File: src/rtl/ctx_pkg.sv
package ctx_pkg;
  typedef struct packed {
    logic [1:0] stop;
    logic [1:0] par;
    logic [1:0] len;
    logic [1:0] rate;
  } ctx_mode_t;
endpackage

File: src/rtl/ctx_hold.sv
module ctx_hold #(
  parameter int DW = 8
) (
  input  logic          clk_i,
  input  logic          rst_ni,
  input  logic          wr_i,
  input  logic [DW-1:0] wdata_i,
  input  logic          take_i,
  output logic          full_o,
  output logic [DW-1:0] data_o
);
  always_ff @(posedge clk_i or negedge rst_ni) begin
    if (!rst_ni) begin
      full_o <= 1'b0;
      data_o <= '0;
    end else begin
      if (wr_i) data_o <= wdata_i;
      full_o <= wr_i | (full_o & ~take_i);
    end
  end


  wr_sets_full_chk: assert property (@(posedge clk_i) disable iff (!rst_ni)
    wr_i |=> full_o);

  take_needs_full_chk: assert property (@(posedge clk_i) disable iff (!rst_ni)
    take_i |-> full_o);
endmodule

File: src/rtl/ctx_framer.sv
module ctx_framer
  import ctx_pkg::*;
#(
  parameter int DW   = 8,
  parameter int RMID = 16,
  parameter int RHI  = 64,
  localparam int FW  = DW + 4,
  localparam int BW  = $clog2(FW + 1),
  localparam int RW  = $clog2(RHI + 1)
) (
  input  ctx_mode_t       mode_i,
  input  logic [DW-1:0]   data_i,
  output logic [FW-1:0]   frame_o,
  output logic [BW-1:0]   nbits_o,
  output logic [RW-1:0]   ratio_o,
  output logic            half_o
);
  int   nd;
  int   stops;
  logic par_bit;

  always_comb begin
    nd      = DW - 3 + int'(mode_i.len);
    frame_o = '1;
    frame_o[0] = 1'b0;
    par_bit = mode_i.par[1];  // odd parity seeds with 1
    for (int i = 0; i < DW; i++) begin
      if (i < nd) begin
        frame_o[i+1] = data_i[i];
        par_bit      = par_bit ^ data_i[i];
      end
    end
    if (mode_i.par[0]) frame_o[nd+1] = par_bit;
    stops   = mode_i.stop[1] ? 2 : 1;
    nbits_o = BW'(1 + nd + int'(mode_i.par[0]) + stops);
  end

  always_comb begin
    case (mode_i.rate)
      2'b10:   ratio_o = RW'(RMID);
      2'b11:   ratio_o = RW'(RHI);
      default: ratio_o = RW'(1);
    endcase
    half_o = (mode_i.stop == 2'b10) && mode_i.rate[1];
  end
endmodule

File: src/rtl/ctx_shifter.sv
module ctx_shifter #(
  parameter int FW = 12,
  parameter int BW = 4,
  parameter int RW = 7
) (
  input  logic          clk_i,
  input  logic          rst_ni,
  input  logic          tick_i,
  input  logic          load_i,
  input  logic [FW-1:0] frame_i,
  input  logic [BW-1:0] nbits_i,
  input  logic [RW-1:0] ratio_i,
  input  logic          half_i,
  output logic          busy_o,
  output logic          line_o
);
  logic [FW-1:0] sh_q;
  logic [BW-1:0] left_q;
  logic [RW-1:0] cnt_q, ratio_q, seg_len;
  logic          half_q, seg_end;

  always_comb begin
    seg_len = (left_q == BW'(1) && half_q) ? (ratio_q >> 1) : ratio_q;
    seg_end = tick_i && (cnt_q == seg_len - RW'(1));
  end

  always_ff @(posedge clk_i or negedge rst_ni) begin
    if (!rst_ni) begin
      sh_q    <= '1;
      left_q  <= '0;
      cnt_q   <= '0;
      ratio_q <= RW'(1);
      half_q  <= 1'b0;
      busy_o  <= 1'b0;
    end else if (load_i) begin
      sh_q    <= frame_i;
      left_q  <= nbits_i;
      cnt_q   <= '0;
      ratio_q <= ratio_i;
      half_q  <= half_i;
      busy_o  <= 1'b1;
    end else if (busy_o && tick_i) begin
      if (seg_end) begin
        cnt_q  <= '0;
        sh_q   <= {1'b1, sh_q[FW-1:1]};
        left_q <= left_q - BW'(1);
        if (left_q == BW'(1)) busy_o <= 1'b0;
      end else begin
        cnt_q <= cnt_q + RW'(1);
      end
    end
  end

  assign line_o = busy_o ? sh_q[0] : 1'b1;


  load_when_idle_chk: assert property (@(posedge clk_i) disable iff (!rst_ni)
    load_i |-> !busy_o);

  cnt_in_range_chk: assert property (@(posedge clk_i) disable iff (!rst_ni)
    busy_o |-> cnt_q < ratio_q);

  hold_without_tick_chk: assert property (@(posedge clk_i) disable iff (!rst_ni)
    (busy_o && !tick_i) |=> ($stable(sh_q) && $stable(cnt_q) && busy_o));

  busy_has_bits_chk: assert property (@(posedge clk_i) disable iff (!rst_ni)
    busy_o |-> left_q != '0);
endmodule

File: src/rtl/async_char_tx.sv
module async_char_tx
  import ctx_pkg::*;
#(
  parameter int DW   = 8,
  parameter int RMID = 16,
  parameter int RHI  = 64
) (
  input  logic          clk_i,
  input  logic          rst_ni,
  input  logic          tick_i,
  input  logic [7:0]    mode_i,
  input  logic          tx_en_i,
  input  logic          brk_i,
  input  logic          wr_i,
  input  logic [DW-1:0] wdata_i,
  output logic          txd_o,
  output logic          rdy_o,
  output logic          empty_o
);
  localparam int FW = DW + 4;
  localparam int BW = $clog2(FW + 1);
  localparam int RW = $clog2(RHI + 1);

  ctx_mode_t     mode_s;
  logic          full, busy, line, take;
  logic [DW-1:0] held;
  logic [FW-1:0] frame;
  logic [BW-1:0] nbits;
  logic [RW-1:0] ratio;
  logic          half;

  assign mode_s = ctx_mode_t'(mode_i);
  assign take   = full & ~busy & tx_en_i;

  ctx_hold #(.DW(DW)) i_hold (
    .clk_i, .rst_ni, .wr_i, .wdata_i,
    .take_i(take), .full_o(full), .data_o(held)
  );

  ctx_framer #(.DW(DW), .RMID(RMID), .RHI(RHI)) i_framer (
    .mode_i(mode_s), .data_i(held), .frame_o(frame),
    .nbits_o(nbits), .ratio_o(ratio), .half_o(half)
  );

  ctx_shifter #(.FW(FW), .BW(BW), .RW(RW)) i_shifter (
    .clk_i, .rst_ni, .tick_i, .load_i(take), .frame_i(frame),
    .nbits_i(nbits), .ratio_i(ratio), .half_i(half),
    .busy_o(busy), .line_o(line)
  );

  assign txd_o   = ~brk_i & line;
  assign rdy_o   = ~full;
  assign empty_o = ~busy;


  start_bit_low_chk: assert property (@(posedge clk_i) disable iff (!rst_ni)
    ($rose(busy) && !brk_i) |-> !txd_o);

  pending_loads_chk: assert property (@(posedge clk_i) disable iff (!rst_ni)
    (empty_o && !rdy_o && tx_en_i) |=> (!empty_o && rdy_o));

  disabled_stays_idle_chk: assert property (@(posedge clk_i) disable iff (!rst_ni)
    (empty_o && !tx_en_i) |=> empty_o);
endmodule

File: config.mk
export PLATFORM = sky130hd
export DESIGN_NAME = async_char_tx
export DESIGN_NICKNAME = d
export VERILOG_FILES = /design/src/rtl/ctx_pkg.sv /design/src/rtl/ctx_hold.sv /design/src/rtl/ctx_framer.sv /design/src/rtl/ctx_shifter.sv /design/src/rtl/async_char_tx.sv
export SDC_FILE = /design/constraint.sdc
export NUM_CORES = 1
export LEC_CHECK = 0
export BUFFER_PORTS_ARGS = -buffer_cell sky130_fd_sc_hd__buf_2
export CAP_MARGIN = 10
export CORE_ASPECT_RATIO = 1.5
export CORE_UTILIZATION = 35
export CTS_CLUSTER_DIAMETER = 50
export DETAILED_ROUTE_END_ITERATION = 7
export GPL_TIMING_DRIVEN = 0
export SYNTH_ARGS = -nofsm -noshare
export SYNTH_HDL_FRONTEND = slang
export SYNTH_SLANG_ARGS = --single-unit
File: constraint.sdc
create_clock -name clk_i -period 2.14 [get_ports clk_i]
set_input_delay 0.214 -clock clk_i [delete_from_list [all_inputs] [get_ports clk_i]]
set_output_delay 0.214 -clock clk_i [all_outputs]
set_load 0.005 [all_outputs]
* Word-level counts from Yosys, hierarchy flattened
Index checks and enable logic that the tools add are counted.
Operators by class: $add $sub $neg 7, order comparisons 10, equal/unequal tests 5, muxes and demuxes 37, bitwise operators 17, reduce and logical (&&, ||, !) cells 10
Operators by type and width (count):
- < comparator 4 x 32 -> 1 bit, first input constant | 4
- < comparator 3 x 32 -> 1 bit, first input constant | 2
- 2-to-1 mux 12 bit | 4
- greater-or-equal comparator 32 x 1 -> 1 bit, second input constant | 1
- < comparator 1 x 32 -> 1 bit, first input constant | 1
- < comparator 2 x 32 -> 1 bit, first input constant | 1
- < comparator 32 x 6 -> 1 bit, second input constant | 1
- 2-to-1 mux 7 bit | 4
- 2-to-1 mux 1 bit | 22
- case mux 7 bit (2 select lines) | 1
- bitwise mux 12 bit | 1
- 2-to-1 mux 4 bit | 3
- bitwise XOR 1 bit | 8
- adder 7 x 1 -> 7 bit, second input constant | 1
- equality test 7 bit | 1
- subtractor 7 x 1 -> 7 bit, second input constant | 1
- equality test 2 bit, second input constant | 3
- nonzero test 2 bit | 3
- adder 4 x 1 -> 5 bit, second input constant | 1
- logical AND 1 bit | 5
- adder 3 x 2 -> 4 bit, first input constant | 1
- adder 4 x 2 -> 4 bit | 1
- adder 4 bit | 1
- bitwise AND 1 bit | 4
- other kinds (8) | 11
Word-level totals: register bits after elaboration 41, logic and storage cells 94

* Longest topological paths before layout
Gate-level depths: netlist (run 1).
word-level depth 20, mapped depth 12, gate-level depth less buffers 11

* Cells and area by module
A second synthesis (run 1) with hierarchy kept.
Second synthesis, totals: cell total of the unflattened synthesis 297, area total of the unflattened synthesis 2826.5 um2
Modules (own cells, without submodules):
- ctx_shifter | instances 1, cells an instance 209, area each 1939.4 um2, sequential area each 817.0 um2
- ctx_framer | instances 1, cells an instance 64, area each 495.5 um2, sequential area each 0.0 um2
- ctx_hold | instances 1, cells an instance 20, area each 369.1 um2, sequential area each 225.2 um2
- async_char_tx | instances 1, cells an instance 4, area each 22.5 um2, sequential area each 0.0 um2

* Worst setup path before layout (run 1)
No wires, ideal clock.
path type register to register, from register i_shifter.left_q[1], to register i_shifter.cnt_q[4], library setup time 0.126 ns, arrival time 2.185 ns, data required time 2.014 ns, path slack -0.171 ns, stages on the path, launching flop included 12, cells stage by stage dfrtp_1 -> inv_1 -> ha_1 -> nand4bb_1 -> buf_6 -> nand2_4 -> mux2_4 -> a32oi_4 -> and3_1 -> buf_6 -> nor2_4 -> a221o_1
On the way: longest elaborated chain between the ends 9
RTL lines:
- from (decl) | line ctx_shifter.sv:18 | logic [BW-1:0] left_q;
- from (signal assigned) | line ctx_shifter.sv:37 | left_q <= nbits_i;
- from (signal assigned) | line ctx_shifter.sv:46 | left_q <= left_q - BW'(1);
- equality test 4 x 1 -> 1 bit | line ctx_shifter.sv:23 | seg_len = (left_q == BW'(1) && half_q) ? (ratio_q >> 1) : ratio_q;
- logical AND 1 bit | line ctx_shifter.sv:23
- 2-to-1 mux 7 bit | line ctx_shifter.sv:23
- subtractor 7 x 1 -> 7 bit | line ctx_shifter.sv:24 | seg_end = tick_i && (cnt_q == seg_len - RW'(1));
- equality test 7 bit | line ctx_shifter.sv:24
- logical AND 1 bit | line ctx_shifter.sv:24
- 2-to-1 mux 7 bit | line ctx_shifter.sv:43 | if (seg_end) begin
- 2-to-1 mux 7 bit | line ctx_shifter.sv:42 | end else if (busy_o && tick_i) begin
- 2-to-1 mux 7 bit | line ctx_shifter.sv:35 | end else if (load_i) begin
- to (signal assigned) | line ctx_shifter.sv:49 | cnt_q <= cnt_q + RW'(1);
- to (decl) | line ctx_shifter.sv:19 | logic [RW-1:0] cnt_q, ratio_q, seg_len;
Every way passes these cells. The select of a mux whose other input is x is not followed. A chain may end at the register's enable or synchronous reset.

* Final worst setup path (run 1)
Same ends and word-level chain as after synthesis.

==> results by stage, run 1 <==
STA:
- Setup repair after global routing could not meet its margin everywhere.
- The final number of max-transition violations is 0.
- In the post-route analysis, the smallest setup slack over all paths is -0.275 ns.
- The post-route clock period utilization is 113%.
- Timing would allow up to between 400 and 500 MHz.
- The final-report setup violation count is 24.
- The worst setup skew after layout is 0.00883 ns.
- The final hold violation count is 0.
- The relative slew slack is 44.4%.
- The shortest clock period the worst path allows after layout is 2.42 ns.
- The slew of the pin with the lowest slew margin is ~0.83 ns.
- The sum of negative setup slack is -4.06 ns.

Run:
- Max-cap violations in this run came to 0.

Clock tree:
- The tree is rooted in a sky130_fd_sc_hd__clkbuf_8.
- The latest clock arrival within the worst-skew pair is 0.30 ns.
- The clock sink count is 37.
- TritonCTS created 5 clock buffers.
- The post-cts hold buffer count is 0.
- No sink is reached through more buffers than the 2 on the longest clock path.
- TritonCTS built the clock tree.
- The deepest level of the CTS H-tree is 2.
- The clock transition at the registers of the reported paths is 0.07 ns.

GRT:
- The met3 track utilization from global routing is 2.22%.
- The remaining global-route overflow is 0.
- For met1 alone, demand over resource in global routing was 18.2%.
- The met2 track utilization from global routing is 32.4%.
- For this run, the total global-route usage over all layers was measured as between 10% and 20%.
- The first-pass GRT wire length is 9760 µm.
- The number of global-route vias before repair came to 2045.
- Entering global routing, the biggest net connects 38 pins.
- After global routing, the most crowded layer is met2.
- The number of antenna violations at the first check in global routing came to 0.

Setup path:
- The most frequent cell on the critical path is sky130_fd_sc_hd__buf_6.
- For the worst flop-to-flop path, the logic depth is 11.
- In this run the number of cells on the critical path is 11.
- At the worst endpoint, the required time is 2.33 ns.
- The worst register-to-register path begins at i_shifter.left_q[1]$_DFFE_PN0P_.
- The delay of the slowest critical-path stage is 0.40 ns.
- The critical path's top delay family is compound AO/OA/AOI/OAI gates.
- Data arrives at the worst endpoint at 2.60 ns.
- The register-to-register setup slack is -0.28 ns.
- STA classifies the critical path endpoint as a register.
- Along the worst path, the maximum fanout reaches 7.
- Together, buffers and inverters on the worst path number 3.
- In this run the worst setup path terminates at i_shifter.cnt_q[4]$_DFFE_PN0P_.
- The timing startpoint of the critical path is i_shifter.left_q[1]$_DFFE_PN0P_.
- The end of the worst register-to-register path is i_shifter.cnt_q[4]$_DFFE_PN0P_.
- The signal on the critical path passes through inv_2 -> ha_4 -> nand4bb_1 -> buf_6 -> buf_6 -> nand2_4 -> mux2_4 -> a32oi_4 -> and3_4 -> nor2_4 -> a221o_1.
- The launching element type of the critical path is a register.
- The path type of the worst setup path is reg2reg.
- The slowest library cell on the worst path is sky130_fd_sc_hd__dfrtp_1.

Route:
- The number of remaining DRC errors is 2.
- The vias per cell is 5.27.
- Once detail routing completed, the nets flagged for antenna violations numbered 0.
- In the final routed layout, each cell accounts on average for 15.2 µm.
- Wires add up to 5740 µm.
- The routed layout has around 2000 vias.
- In this run, the number of DRC markers left after iteration 0 of detailed routing was 76.
- Before antenna repair, the detailed router went through 6 iterations.

Synthesis:
- The count of warnings emitted by yosys is 0.
- The netlist uses 52 different library cells.
- In the synthesized netlist, the number of instances is 248.
- The commonest cells after synthesis are sky130_fd_sc_hd__dfrtp_1 (24), sky130_fd_sc_hd__nand2_1 (23), sky130_fd_sc_hd__nand3_1 (17), sky130_fd_sc_hd__inv_1 (15), sky130_fd_sc_hd__ha_1 (14).
- For this run, the leading register cell type out of synthesis is sky130_fd_sc_hd__dfrtp_1.
- Sorting the synthesized cells by area gives the leading types as sky130_fd_sc_hd__dfrtp_1 (24%), sky130_fd_sc_hd__dfstp_2 (14%), sky130_fd_sc_hd__ha_1 (7.1%).
- Yosys instantiated no cell more often than sky130_fd_sc_hd__dfrtp_1.
- The number of nets in the synthesized netlist is 286.
- The count of flip-flops with a built-in enable after synthesis is 0.
- The cell type with the highest aggregate area in the netlist is sky130_fd_sc_hd__dfrtp_1.
- Counting flops and latches in the post-synthesis netlist gives 37.
- The sequential cell area fraction in the yosys report is 38.0%.
- The share of the synthesized area in the top cell type is 24.2%.
- In this run the mean area of a mapped cell was 10.0 µm².
- The synthesized cell area is 2480 µm².
- The async set-or-reset flop fraction in the synthesized netlist is 100%.

Layout:
- The area added between synthesis and finish is 27.5%.
- For this run, the post-layout net count is 337.
- The fraction of layout cells with a size suffix above 1 is approximately 38%.
- Cells fill 46.2% of the core in the end.
- The count of inserted antenna diode cells is 0.
- The final design instance area without fill is 3160 µm².

Placed design:
- In this run the cell area measured after placement is 2720 µm².
- Detailed placement finished with a half-perimeter wire length of 4090 µm.
- The number of input and output port buffers inserted is 23.
- The congestion estimate from routability-driven global placement came to 0.754.

Die:
- The area of the core is around 6900 µm².
- The initial utilization of the core area, before any placement, comes to 36.2%.
- The number of cell rows is 37.
- The area enclosed by the die boundary is 7440 µm².
- Measured along the y axis, the die boundary spans 105 µm.
- Pin placement for this block handled 25 I/O pins.
- The die is a little over 70 µm wide.

Power:
- The static leakage is 1.46 nW.
- In this run the power density over the cells is between 1000 and 1500 nW/µm².
- The maximum VDD drop is 615 µV.
- After layout, the design draws a total of 0.00366 W.

Min path:
- The worst hold path belongs to the class in2async.

Status:
- The final reports fail on DRC, setup timing.
- The flow ran to the end, but the final reports show violations.
[worst register-to-register path, delay by kind of cell, from the launching register on]
kind | cells | cell delay, ns
AOI/OAI and AO/OA | 2 | 0.59
adders and majority gates | 1 | 0.13
buffers and inverters | 3 | 0.35
DFF | 1 | 0.40
muxes | 1 | 0.30
and+or+nand+nor | 4 | 0.56
[routing by layer]
layer / wire, µm / part of all wire (%)
met1: 2280 / 40
met2: 3250 / 57
met3: 119 / 2.1
met4: 87 / 1.5
met5: 0 / 0
[power by group]
part	internal [W]	total, W	leakage, nW	switching (W)
clock network	0.000380	0.000628	0.0585	0.000248
logic	0.000906	0.00177	0.970	0.000863
registers	0.00103	0.00126	0.432	0.000236
[cells by family after synthesis]
logic type | after synthesis | share of synthesized area, %
AND/OR/NAND/NOR | 88 | 19.2
AO/OA/AOI/OAI | 44 | 12.9
flip-flops | 37 | 38.0
multiplexers | 23 | 10.1
adder cells (fa/ha/maj) | 16 | 8.67
XOR/XNOR | 15 | 5.85
buffers and inverters | 25 | 5.35
[flip-flops by register name, indices dropped and copies added, names as in the netlist]
signal,count
i_hold.data_o,8
i_hold.full_o,1
i_shifter.busy_o,1
i_shifter.cnt_q,7
i_shifter.half_q,1
i_shifter.left_q,4
i_shifter.ratio_q,3
i_shifter.sh_q,12
[stage by stage]
| step | hold WS (ns) | setup slack, ns | cells |
|---|---|---|---|
| after floorplan | -0.0816 | -0.168 | 248 |
| after global placement | 0.362 | -0.458 | 349 |
| after detailed placement | 0.371 | -0.474 | 349 |
| after CTS | 0.0482 | -0.316 | 373 |
| after global routing | 0.0870 | -0.351 | 378 |
| final | 0.00756 | -0.275 | 378 |
[final cells by class]
cell class              instances  area [µm²]
clock inverters                 1        30.0
clock buffers                   7        86.3
fillers                       682        3690
plain buffers                   8        53.8
well taps                      78        97.6
flip-flops and latches         37         942
inverters                      15        56.3
multi-input cells             186        1560
repair buffers                 46         339
[worst min-delay path by stage]
| stage | from | endpoint | slack [ns] | depth (start not counted) |
|---|---|---|---|---|
| 2_1_floorplan | rst_ni | i_hold.data_o[0]$_DFFE_PN0P_ | -0.08 | 0 |
| 3_3_place_gp | rst_ni | i_shifter.cnt_q[6]$_DFFE_PN0P_ | 0.36 | 1 |
| 3_5_place_dp | rst_ni | i_shifter.cnt_q[2]$_DFFE_PN0P_ | 0.37 | 1 |
| 4_1_cts | rst_ni | i_shifter.cnt_q[2]$_DFFE_PN0P_ | 0.05 | 1 |
| 5_1_grt | rst_ni | i_shifter.cnt_q[2]$_DFFE_PN0P_ | 0.09 | 1 |
| 6_report | rst_ni | i_shifter.cnt_q[2]$_DFFE_PN0P_ | 0.008 | 1 |
[placed cells by master (no fill, tap or decap), types with 3 or more instances in the layout]
cell type                  count
sky130_fd_sc_hd__a21oi_1       5
sky130_fd_sc_hd__a22o_1        4
sky130_fd_sc_hd__a22oi_2       3
sky130_fd_sc_hd__a31oi_1       5
sky130_fd_sc_hd__and3_1        4
sky130_fd_sc_hd__buf_12        3
sky130_fd_sc_hd__buf_2        23
sky130_fd_sc_hd__buf_4        15
sky130_fd_sc_hd__buf_6         6
sky130_fd_sc_hd__clkbuf_1      5
sky130_fd_sc_hd__clkbuf_8      6
sky130_fd_sc_hd__dfrtp_1      24
sky130_fd_sc_hd__dfstp_2      13
sky130_fd_sc_hd__ha_1         12
sky130_fd_sc_hd__inv_1        13
sky130_fd_sc_hd__mux2_2        8
sky130_fd_sc_hd__mux2i_1      13
sky130_fd_sc_hd__nand2_1      19
sky130_fd_sc_hd__nand2_2       3
sky130_fd_sc_hd__nand2b_1      4
sky130_fd_sc_hd__nand3_1      11
sky130_fd_sc_hd__nand3_2       5
sky130_fd_sc_hd__nor2_1       12
sky130_fd_sc_hd__nor2b_1       3
sky130_fd_sc_hd__nor3_1        7
sky130_fd_sc_hd__o21ai_0       4
sky130_fd_sc_hd__o21ai_1       6
sky130_fd_sc_hd__o21ai_2       3
sky130_fd_sc_hd__o31ai_1       4
sky130_fd_sc_hd__xnor2_1       5
sky130_fd_sc_hd__xnor2_2       4
sky130_fd_sc_hd__xor2_1        5
[what timing repair did]
item | 4_1_cts | 5_1_grt
gates resized for setup | 19 | 19
endpoints found under the setup margin | 24 | 24
buffers inserted | 16 | 7
cloned | 0 | 0
pin swaps | 16 | 17
Power figures use the tool's default switching activity.
==> inputs of run 2 (changes only) <==
--- a/config.mk
+++ b/config.mk
@@ -5,6 +5,7 @@
 export SDC_FILE = /design/constraint.sdc
 export NUM_CORES = 1
 export LEC_CHECK = 0
+export ABC_AREA = 1
 export BUFFER_PORTS_ARGS = -buffer_cell sky130_fd_sc_hd__buf_2
 export CAP_MARGIN = 10
 export CORE_ASPECT_RATIO = 1.5
==> constraint.sdc (replaced) <==
create_clock -name clk_i -period 2.19 [get_ports clk_i]
set_input_delay 0.219 -clock clk_i [delete_from_list [all_inputs] [get_ports clk_i]]
set_output_delay 0.219 -clock clk_i [all_outputs]
set_load 0.005 [all_outputs]
==> run 2 against run 1 <==
  * The flow now finishes without violations
  * Clock-buffer cell count stayed put
  * Total power down 20%
  * Register-to-register slack improved by 0.52 ns
  * Sequential share of layout area rose by 2.8 points
  * Clock skew fell by 0.0030 ns
  * Synthesized area up 2.3%
  * Utilization is 4.5 points lower
  * Global-route usage grew 0.19 points
  * Sequential power down 5%
  * Critical endpoint is now i_shifter.sh_q[0]$_DFFE_PN1P_
  * Largest power group is now registers
  * Highest routed layer unchanged
==> results by stage, run 2 <==
Synthesis:
- The share of the synthesized area in the top cell type is 23.7% (-0.55 points).
- The number of distinct library cells after synthesis is 34 (-35%).
- After synthesis, the largest family of logic cells by area is simple AND/OR/NAND/NOR gates.
- The average instance area after synthesis was 7.17 µm² (-28%).
- The post-synthesis compound-gate area fraction is 8.18% (-4.7 points).
- The post-synthesis xor/xnor area fraction is 3.10% (-2.7 points).
- In the post-synthesis netlist, the biggest area contributors are sky130_fd_sc_hd__dfrtp_1 (24%), sky130_fd_sc_hd__nand2_1 (18%), sky130_fd_sc_hd__dfstp_2 (13%).
- The simple-gate share of the synthesized area is 33.5% (+14 points).
- The number of instances in the synthesized netlist is 354 (+43%).
- The count of warnings emitted by yosys is 0 (unchanged).
- The sequential cell area fraction in the yosys report is 37.1% (-0.86 points).
- The adder-cell share of the synthesized area is 8.48% (-0.20 points).
- The synthesized cell area is 2540 µm² (+2.3%).
- The synthesized net count was 392 (+37%).
- Counting instances in the post-synthesis netlist gives the leading cell types as sky130_fd_sc_hd__nand2_1 (124), sky130_fd_sc_hd__inv_1 (48), sky130_fd_sc_hd__nand3_1 (37), sky130_fd_sc_hd__dfrtp_1 (24), sky130_fd_sc_hd__nor2_1 (23).
- The count of flip-flops with a built-in enable after synthesis is 0 (unchanged).
- In the synthesized netlist the dominant register cell turns out to be sky130_fd_sc_hd__dfrtp_1.
- The most common cell in the netlist is sky130_fd_sc_hd__nand2_1.
- sky130_fd_sc_hd__dfrtp_1 takes more of the synthesized area than any other cell.
- The async set-or-reset flop fraction in the synthesized netlist was 100% (unchanged).
- The synthesized flop and latch total is 37 (unchanged).
- The multiplexer area fraction after synthesis is 0.887% (-9.2 points).

Layout:
- The count of inserted antenna diode cells is 0 (unchanged).
- The flip-flop count of the largest register, all copies and words added is 12 (unchanged).
- The largest registers in the layout are i_shifter.sh_q: 12 flops, i_hold.data_o: 8 flops, i_shifter.cnt_q: 7 flops.
- The count of fill cells added during filler insertion is 727 (+6.6%).
- The area added between synthesis and finish is 13.9%.
- The fraction of layout cells with a size suffix above 1 is 16.3% (-21 points).
- The count of placed standard cells in the final layout, fillers left out is 464 (+23%).
- The final layout net count was 423 (+26%).
- In the layout the commonest cells are sky130_fd_sc_hd__nand2_1 (124), sky130_fd_sc_hd__inv_1 (47), sky130_fd_sc_hd__nand3_1 (36), sky130_fd_sc_hd__buf_2 (24), sky130_fd_sc_hd__dfrtp_1 (24).
- The largest register by flop count is i_shifter.sh_q.
- The leading cell type in the layout, fill and taps excluded is sky130_fd_sc_hd__nand2_1.
- The final design instance area without fill was 2890 µm² (-8.6%).

Run:
- The number of maximum-capacitance violations was 0 (unchanged).

Route:
- The average wire length per cell after detail routing is 12.3 µm (-19%).
- The number of remaining DRC errors came to 0 (-2).
- The detailed-route wire length is 5690 µm (-0.80%).
- The starting DRC count in detailed routing is 62 (-18%).
- The remaining number of nets flagged by the antenna check after routing came to 0 (unchanged).
- The vias per cell came to 4.89 (-7.2%).
- The total vias in the final route is 2270 (+14%).
- The first-pass detailed-route iteration total is 4 (-2).

Setup path:
- The kind of capture point of the worst setup path is a register.
- The endpoint required time on the critical path is 2.42 ns (+0.09 ns).
- The cell count of the worst reg-to-reg path is 14 (+3).
- The critical path is of the in2reg type.
- The launching element type of the critical path is an input pin.
- The maximum net fanout on the critical path came to 7 (unchanged).
- The data arrival time at the worst-slack endpoint is 2.18 ns (-0.42 ns).

GRT:
- The first-pass GRT wire length came to 10100 µm (+3.0%).
- The global-route total usage across every layer came to 17.0% (+0.19 points).
- The number of antenna violations at the first check in global routing is 0 (unchanged).
- The largest net degree at the start of global routing is 38 (unchanged).
- The number of global-route vias before repair is 2283 (+12%).
- The remaining global-route overflow is 0 (unchanged).

Clock tree:
- The latest clock arrival within the worst-skew pair is 0.29 ns (about the same).
- The deepest clock path buffer count is 2 (unchanged).
- The cell at the root of the clock tree is sky130_fd_sc_hd__clkbuf_8.
- The clock sink count came to 37 (unchanged).
- The deepest level of the CTS H-tree came to 2 (unchanged).
- The clock transition at the registers of the reported paths came to 0.08 ns (about the same).
- The CTS buffer count is 5 (unchanged).
- TritonCTS built the clock tree.

Placed design:
- The number of input and output port buffers inserted is 24 (+4.3%).
- The number of cells in the design after placement came to 456 (+31%).
- The cell area after placement came to 2760 µm² (+1.2%).
- The post-detailed-placement half-perimeter wirelength came to 4440 µm (+8.6%).
- The global placement routability congestion is 0.847 (+12%).

Power:
- The clock power share is 18.4% (+1.3 points).
- The maximum VDD drop is 392 µV (-36%).
- The portion of total power attributed to sequential cells was 40.9% (+6.4 points).
- The power density over the cells is 1010 nW/µm² (-13%).
- The net switching fraction of the power is 40.3% (+3.5 points).
- The static leakage is 1.50 nW (+2.8%).
- The cell internal power dissipation is 0.00175 W (-25%).
- The net switching power came to 0.00118 W (-12%).
- The part of the power in combinational logic came to 40.7% (-7.6 points).

Die:
- The I/O pin count came to 25 (unchanged).
- The number of cell rows came to 37 (unchanged).
- The starting density of the core is 36.6% (+0.35 points).
- The horizontal die dimension is 71.5 µm (+1.1%).
- The area enclosed by the die boundary is 7610 µm² (+2.3%).
- The y dimension of the die was 106 µm (+1.1%).
- The area of the core is 6940 µm² (+1.4%).

Min path:
- The class of the worst hold path is in2async.

STA:
- For this run, the top clock speed supported by timing is 513 MHz.
- Setup repair after global routing left no endpoint under its margin.
- The worst setup skew after layout was 0.00584 ns (-0.00300 ns).
- The post-route clock period utilization is between 80% and 90%.
- Counting I/O delays and the setup requirement, the final critical path takes between 1.5 and 2 ns.
- The final number of max-transition violations came to 0 (unchanged).
- The final hold violation count is 0 (unchanged).
- The final-report setup violation count came to 0 (-100%).
- The relative slew slack is 44.1% (-0.24 points).
- The slew of the pin with the lowest slew margin is 0.838 ns (+0.00355 ns).

Status:
- The flow ran to the end, and the final reports show no timing, DRC or antenna violations.
-- run 2: cells by family after synthesis --
kind of cell / Yosys count
flops: 37
simple gates: 199
fa+ha+maj: 16
xor+xnor: 9
buf+inv: 56
mux: 2
compound gates: 35
-- run 2: final cells by class --
cell class              count  area [µm²]  area share, %
flip-flops and latches     37         942           32.6
clock inverters             1        5.00          0.173
inverters                  49         184           6.36
clock buffers               7        96.3           3.33
repair buffers             25         130           4.50
multi-input cells         261        1400           48.5
plain buffers               6        35.0           1.21
well taps                  78        97.6           3.38
-- run 2: metal layers --
layer | up-vias | wire (µm) | track usage, % | share of wire, %
li1 | 1181 | - | - | -
met3 | 18 | 136 | 2.84 | 2.4
met2 | 45 | 3000 | 30.9 | 53
met5 | - | 0 | 0 | 0
met1 | 1026 | 2330 | 18.5 | 41
met4 | 0 | 222 | 9.24 | 3.9
-- run 2: final timing paths --
path / startpoint / endpoint / slack [ns]
min in group clk_i: mode_i[6] / i_shifter.half_q$_DFFE_PN0P_ / 0.10
worst max-delay path: mode_i[2] / i_shifter.sh_q[0]$_DFFE_PN1P_ / 0.24
worst min-delay path: rst_ni / i_shifter.ratio_q[6]$_DFFE_PN0P_ / 0.02
worst min register to register: i_shifter.sh_q[7]$_DFFE_PN1P_ / i_shifter.sh_q[7]$_DFFE_PN1P_ / 0.47
max in group asynchronous: rst_ni / i_hold.full_o$_DFF_PN0_ / 1.63
worst max register to register: i_shifter.left_q[1]$_DFFE_PN0P_ / i_shifter.left_q[2]$_DFFE_PN0P_ / 0.24
-- run 2: worst max-delay path, cell delays in order --
cell and delay [ns]:
sky130_fd_sc_hd__clkbuf_4 0.16, sky130_fd_sc_hd__inv_1 0.14, sky130_fd_sc_hd__ha_1 0.18, sky130_fd_sc_hd__inv_1 0.06, sky130_fd_sc_hd__ha_1 0.22, sky130_fd_sc_hd__inv_1 0.07
sky130_fd_sc_hd__nand2_1 0.05, sky130_fd_sc_hd__nand2_1 0.07, sky130_fd_sc_hd__nand3_1 0.08, sky130_fd_sc_hd__nand2_1 0.09, sky130_fd_sc_hd__inv_1 0.04, sky130_fd_sc_hd__nand2_1 0.09
sky130_fd_sc_hd__nand2_1 0.06, sky130_fd_sc_hd__nand2_1 0.09, sky130_fd_sc_hd__nand3_1 0.12, sky130_fd_sc_hd__nand2_1 0.12, sky130_fd_sc_hd__nand3_1 0.13, sky130_fd_sc_hd__nand2_1 0.11
sky130_fd_sc_hd__nand2_1 0.05, sky130_fd_sc_hd__nand2_1 0.05
-- run 2: stage by stage --
step / util (%) / worst slack [ns] / hold WS (ns) / power [W] / setup TNS (ns)
after CTS: 41.1 / 0.0363 / 0.0657 / 0.00290 / 0
after global routing: 41.6 / 0.00183 / 0.0920 / 0.00320 / 0
final: 41.6 / 0.241 / 0.0236 / 0.00293 / 0
after detailed placement: 39.7 / -0.171 / 0.379 / 0.00236 / -1.38
after floorplan: - / 0.326 / -0.0766 / 0.00207 / 0
after global placement: 39.7 / -0.132 / 0.385 / 0.00233 / -1.04
-- run 2: power by group through the flow --
stage          Combinational, W  Clock (W)  Sequential [W]
5_1_grt                 0.00139   0.000577         0.00123
3_3_place_gp            0.00114          0         0.00119
2_1_floorplan          0.000924          0         0.00115
6_report                0.00119   0.000538         0.00120
4_1_cts                 0.00116   0.000551         0.00119
3_5_place_dp            0.00116          0         0.00120
-- run 2: timing repair --
action / CTS / global route
hold buffers: 0 / 0
pin swaps: 0 / 1
endpoints found under the setup margin: 1 / 14
gates resized for setup: 0 / 9
setup buffers: 0 / 1
==> inputs of run 3 (changes only) <==
--- a/config.mk
+++ b/config.mk
@@ -13,6 +13,7 @@
 export CTS_CLUSTER_DIAMETER = 50
 export DETAILED_ROUTE_END_ITERATION = 7
 export GPL_TIMING_DRIVEN = 0
+export REMOVE_ABC_BUFFERS = 1
 export SYNTH_ARGS = -nofsm -noshare
 export SYNTH_HDL_FRONTEND = slang
 export SYNTH_SLANG_ARGS = --single-unit
==> run 3 against run 2 <==
  * Worst hold slack lost 0.0084 ns
  * Largest cell class unchanged
  * Largest power group unchanged
  * Global-route usage shrank 0.92 points
  * Design area grew 0.17%
  * Final cell count shrank 0.43%
  * Highest routed layer unchanged
  * Critical path type unchanged
  * Clock-buffer cell count is the same
  * Sequential share of layout area shrank 0.056 points
  * Register-to-register slack gained 0.02 ns
  * Die area is the same
==> results by stage, run 3 (synthesized netlist as in run 2, its figures left out) <==
GRT:
- The first-pass GRT wire length is 9570 µm (-4.8%).
- The number of global-route vias before repair is 2234 (-2.1%).
- The number of antenna violations at the first check in global routing is 0 (unchanged).
- The global routing stage identified its most utilized layer as met2.
- The met2 track utilization from global routing is 29.7% (-1.2 points).
- The global-route total usage across every layer was 16.1% (-0.92 points).
- The met1 global-route usage is 17.7% (-0.80 points).
- The largest net degree at the start of global routing was 38 (unchanged).
- The met3 track utilization from global routing came to 2.94% (+0.095 points).
- The remaining global-route overflow is 0 (unchanged).

Clock tree:
- The deepest clock path buffer count is 2 (unchanged).
- The post-cts hold buffer count is 0 (unchanged).
- The CTS buffer count is 5 (unchanged).
- The deepest level of the CTS H-tree is 2 (unchanged).
- Clock tree synthesis selected as its root buffer the cell sky130_fd_sc_hd__clkbuf_8.
- TritonCTS built the clock tree.
- The clock sink count is 37 (unchanged).
- The clock transition at the registers of the reported paths came to 0.08 ns (about the same).
- The latest clock arrival within the worst-skew pair was 0.29 ns (about the same).

STA:
- The final number of max-transition violations is 0 (unchanged).
- The final-report setup violation count is 0 (unchanged).
- The relative slew slack is 45.1% (+0.97 points).
- The post-route clock period utilization is 88.4% (-0.59 points).
- The worst setup skew after layout came to 0.00916 ns (+0.00332 ns).
- The slew of the pin with the lowest slew margin is 0.823 ns (-0.0146 ns).
- The fmax is 517 MHz (+0.67%).
- Setup repair after global routing left no endpoint under its margin.
- The final hold slack is 0.0153 ns (-0.00836 ns).
- The sum of negative setup slack came to 0 ns (unchanged).
- The final hold violation count is 0 (unchanged).
- The shortest clock period the worst path allows after layout is 1.94 ns (-0.0129 ns).

Die:
- The horizontal die dimension is 71.5 µm (unchanged).
- The y dimension of the die is 106 µm (unchanged).
- The area of the core is 6940 µm² (unchanged).
- The area enclosed by the die boundary was 7610 µm² (unchanged).
- The number of cell rows is 37 (unchanged).
- The starting density of the core is 36.6% (unchanged).
- The I/O pin count was 25 (unchanged).

Layout:
- Counting flops per register, the top entry is i_shifter.sh_q.
- The largest registers in the layout are i_shifter.sh_q: 12 flops, i_hold.data_o: 8 flops, i_shifter.cnt_q: 7 flops.
- The count of fill cells added during filler insertion is 711 (-2.2%).
- The utilization after layout is 41.7% (+0.072 points).
- The library cells used most frequently in the layout, excluding fill and tap cells, are sky130_fd_sc_hd__nand2_1 (124), sky130_fd_sc_hd__inv_1 (46), sky130_fd_sc_hd__nand3_1 (34), sky130_fd_sc_hd__dfrtp_1 (24), sky130_fd_sc_hd__buf_2 (24).
- The multi-input gate area in the final layout came to 1400 µm² (about the same).
- The flip-flop count of the largest register, all copies and words added is 12 (unchanged).
- The register area was 942 µm² (unchanged).
- The final layout net count is 421 (-0.47%).
- The final design instance area without fill is 2900 µm² (+0.17%).
- The count of inserted antenna diode cells is 0 (unchanged).
- The fraction of layout cells with a size suffix above 1 is 17.2% (+0.87 points).
- The leading cell type in the layout, fill and taps excluded is sky130_fd_sc_hd__nand2_1.
- The area added between synthesis and finish is 14.1%.

Setup path:
- The endpoint identified for the worst register-to-register timing path is i_shifter.sh_q[10]$_DFFE_PN1P_.
- The startpoint of the lowest-slack register-to-register path is i_shifter.left_q[1]$_DFFE_PN0P_.
- The launching element type of the critical path is an input pin.
- The endpoint required time on the critical path was 2.43 ns (about the same).
- The cell count of the worst reg-to-reg path is 13 (-1).
- The data arrival time at the worst-slack endpoint is 2.18 ns (about the same).
- The register-to-register setup slack is 0.26 ns (+0.02 ns).
- In this run the worst setup path terminates at i_shifter.sh_q[0]$_DFFE_PN1P_.
- The maximum net fanout on the critical path is 7 (unchanged).
- The timing startpoint of the critical path is mode_i[2].
- The worst setup path is of the in2reg kind.
- The kind of capture point of the worst setup path is a register.

Placed design:
- The cell area after placement came to 2720 µm² (-1.4%).
- The global placement routability congestion is 0.828 (-2.3%).
- The post-detailed-placement half-perimeter wirelength is 4160 µm (-6.3%).
- The number of input and output port buffers inserted is 24 (unchanged).

Power:
- The maximum VDD drop came to 452 µV (+15%).
- The static leakage is 1.49 nW (-0.77%).
- The power density over the cells is 997 nW/µm² (-1.5%).

Min path:
- The class of the worst hold path is in2async.

Route:
- The total vias in the final route is 2208 (-2.7%).
- The average wire length per cell after detail routing is 12.0 µm (-1.9%).
- The vias per cell came to 4.78 (-2.3%).
- The first-pass detailed-route iteration total is 4 (unchanged).
- The detailed-route wire length is 5560 µm (-2.3%).
- The starting DRC count in detailed routing is 76 (+23%).
- The remaining number of nets flagged by the antenna check after routing is 0 (unchanged).
- The number of remaining DRC errors is 0 (unchanged).

Status:
- The run finished with clean final reports.

Run:
- The number of maximum-capacitance violations is 0 (unchanged).
## run 3: cell count changes in the layout (fill, tap and decap cells not counted), moves of 2 or more
cell	change
sky130_fd_sc_hd__clkinvlp_4	+2
sky130_fd_sc_hd__clkbuf_1	-2
sky130_fd_sc_hd__nand3_2	+2
sky130_fd_sc_hd__buf_4	+2
sky130_fd_sc_hd__nand3_1	-2
## run 3: worst min-delay path by stage
stage | startpoint | end | slack (ns) | depth (start not counted)
2_1_floorplan | rst_ni | i_hold.data_o[0]$_DFFE_PN0P_ | -0.08 | 0
3_3_place_gp | rst_ni | i_shifter.ratio_q[4]$_DFFE_PN0P_ | 0.38 | 1
3_5_place_dp | rst_ni | i_shifter.ratio_q[4]$_DFFE_PN0P_ | 0.38 | 1
4_1_cts | rst_ni | i_shifter.cnt_q[4]$_DFFE_PN0P_ | 0.06 | 1
5_1_grt | rst_ni | i_shifter.cnt_q[4]$_DFFE_PN0P_ | 0.09 | 1
6_report | rst_ni | i_shifter.cnt_q[4]$_DFFE_PN0P_ | 0.02 | 1
## run 3: repair_timing
action	4_1_cts	5_1_grt
setup endpoints to repair	27	24
buffers inserted	2	3
cloned	0	0
gates resized for setup	1	8
## run 3: final cells by class
| class | count | share of cell area, % |
|---|---|---|
| clock buffer | 7 | 2.98 |
| multi-input combinational | 261 | 48.4 |
| clock inverter | 1 | 0.259 |
| timing repair buffer | 29 | 5.87 |
| tap | 78 | 3.37 |
| inverter | 49 | 6.57 |
| sequential | 37 | 32.5 |
## run 3: power by group
group	internal [W]	switching [W]	total [W]	leakage, nW
registers	0.000989	0.000205	0.00119	0.431
clock network	0.000256	0.000250	0.000506	0.0445
logic	0.000480	0.000707	0.00119	1.01
total	0.00173	0.00116	0.00289	1.49
## run 3: per-stage QoR
stage | instances | total power [W] | setup WS (ns)
2_1_floorplan | 347 | 0.00204 | 0.294
3_3_place_gp | 449 | 0.00230 | -0.433
3_5_place_dp | 449 | 0.00234 | -0.408
4_1_cts | 459 | 0.00288 | 0.0255
5_1_grt | 462 | 0.00317 | 0.0255
6_report | 462 | 0.00289 | 0.254
## run 3: layer usage
metal  share of wire (%)  up-vias
li1                    -     1177
met1                  43      986
met2                  52       32
met3                 2.5       13
met4                 3.0        0
met5                   0        -
## run 3: worst max-delay path, stage by stage
cell and delay, ns:
sky130_fd_sc_hd__buf_2 0.18, sky130_fd_sc_hd__inv_1 0.11, sky130_fd_sc_hd__ha_1 0.22, sky130_fd_sc_hd__inv_1 0.09, sky130_fd_sc_hd__ha_1 0.18, sky130_fd_sc_hd__inv_1 0.07
sky130_fd_sc_hd__nand2_1 0.05, sky130_fd_sc_hd__nand2_1 0.06, sky130_fd_sc_hd__nand2_1 0.06, sky130_fd_sc_hd__nand2_1 0.05, sky130_fd_sc_hd__nand2_1 0.07, sky130_fd_sc_hd__inv_1 0.04
sky130_fd_sc_hd__nand2_1 0.10, sky130_fd_sc_hd__nand2_1 0.06, sky130_fd_sc_hd__nand2_1 0.09, sky130_fd_sc_hd__nand3_1 0.14, sky130_fd_sc_hd__nand2_1 0.11, sky130_fd_sc_hd__nand3_1 0.11
sky130_fd_sc_hd__nand2_1 0.08, sky130_fd_sc_hd__nand2_1 0.05, sky130_fd_sc_hd__nand2_1 0.05
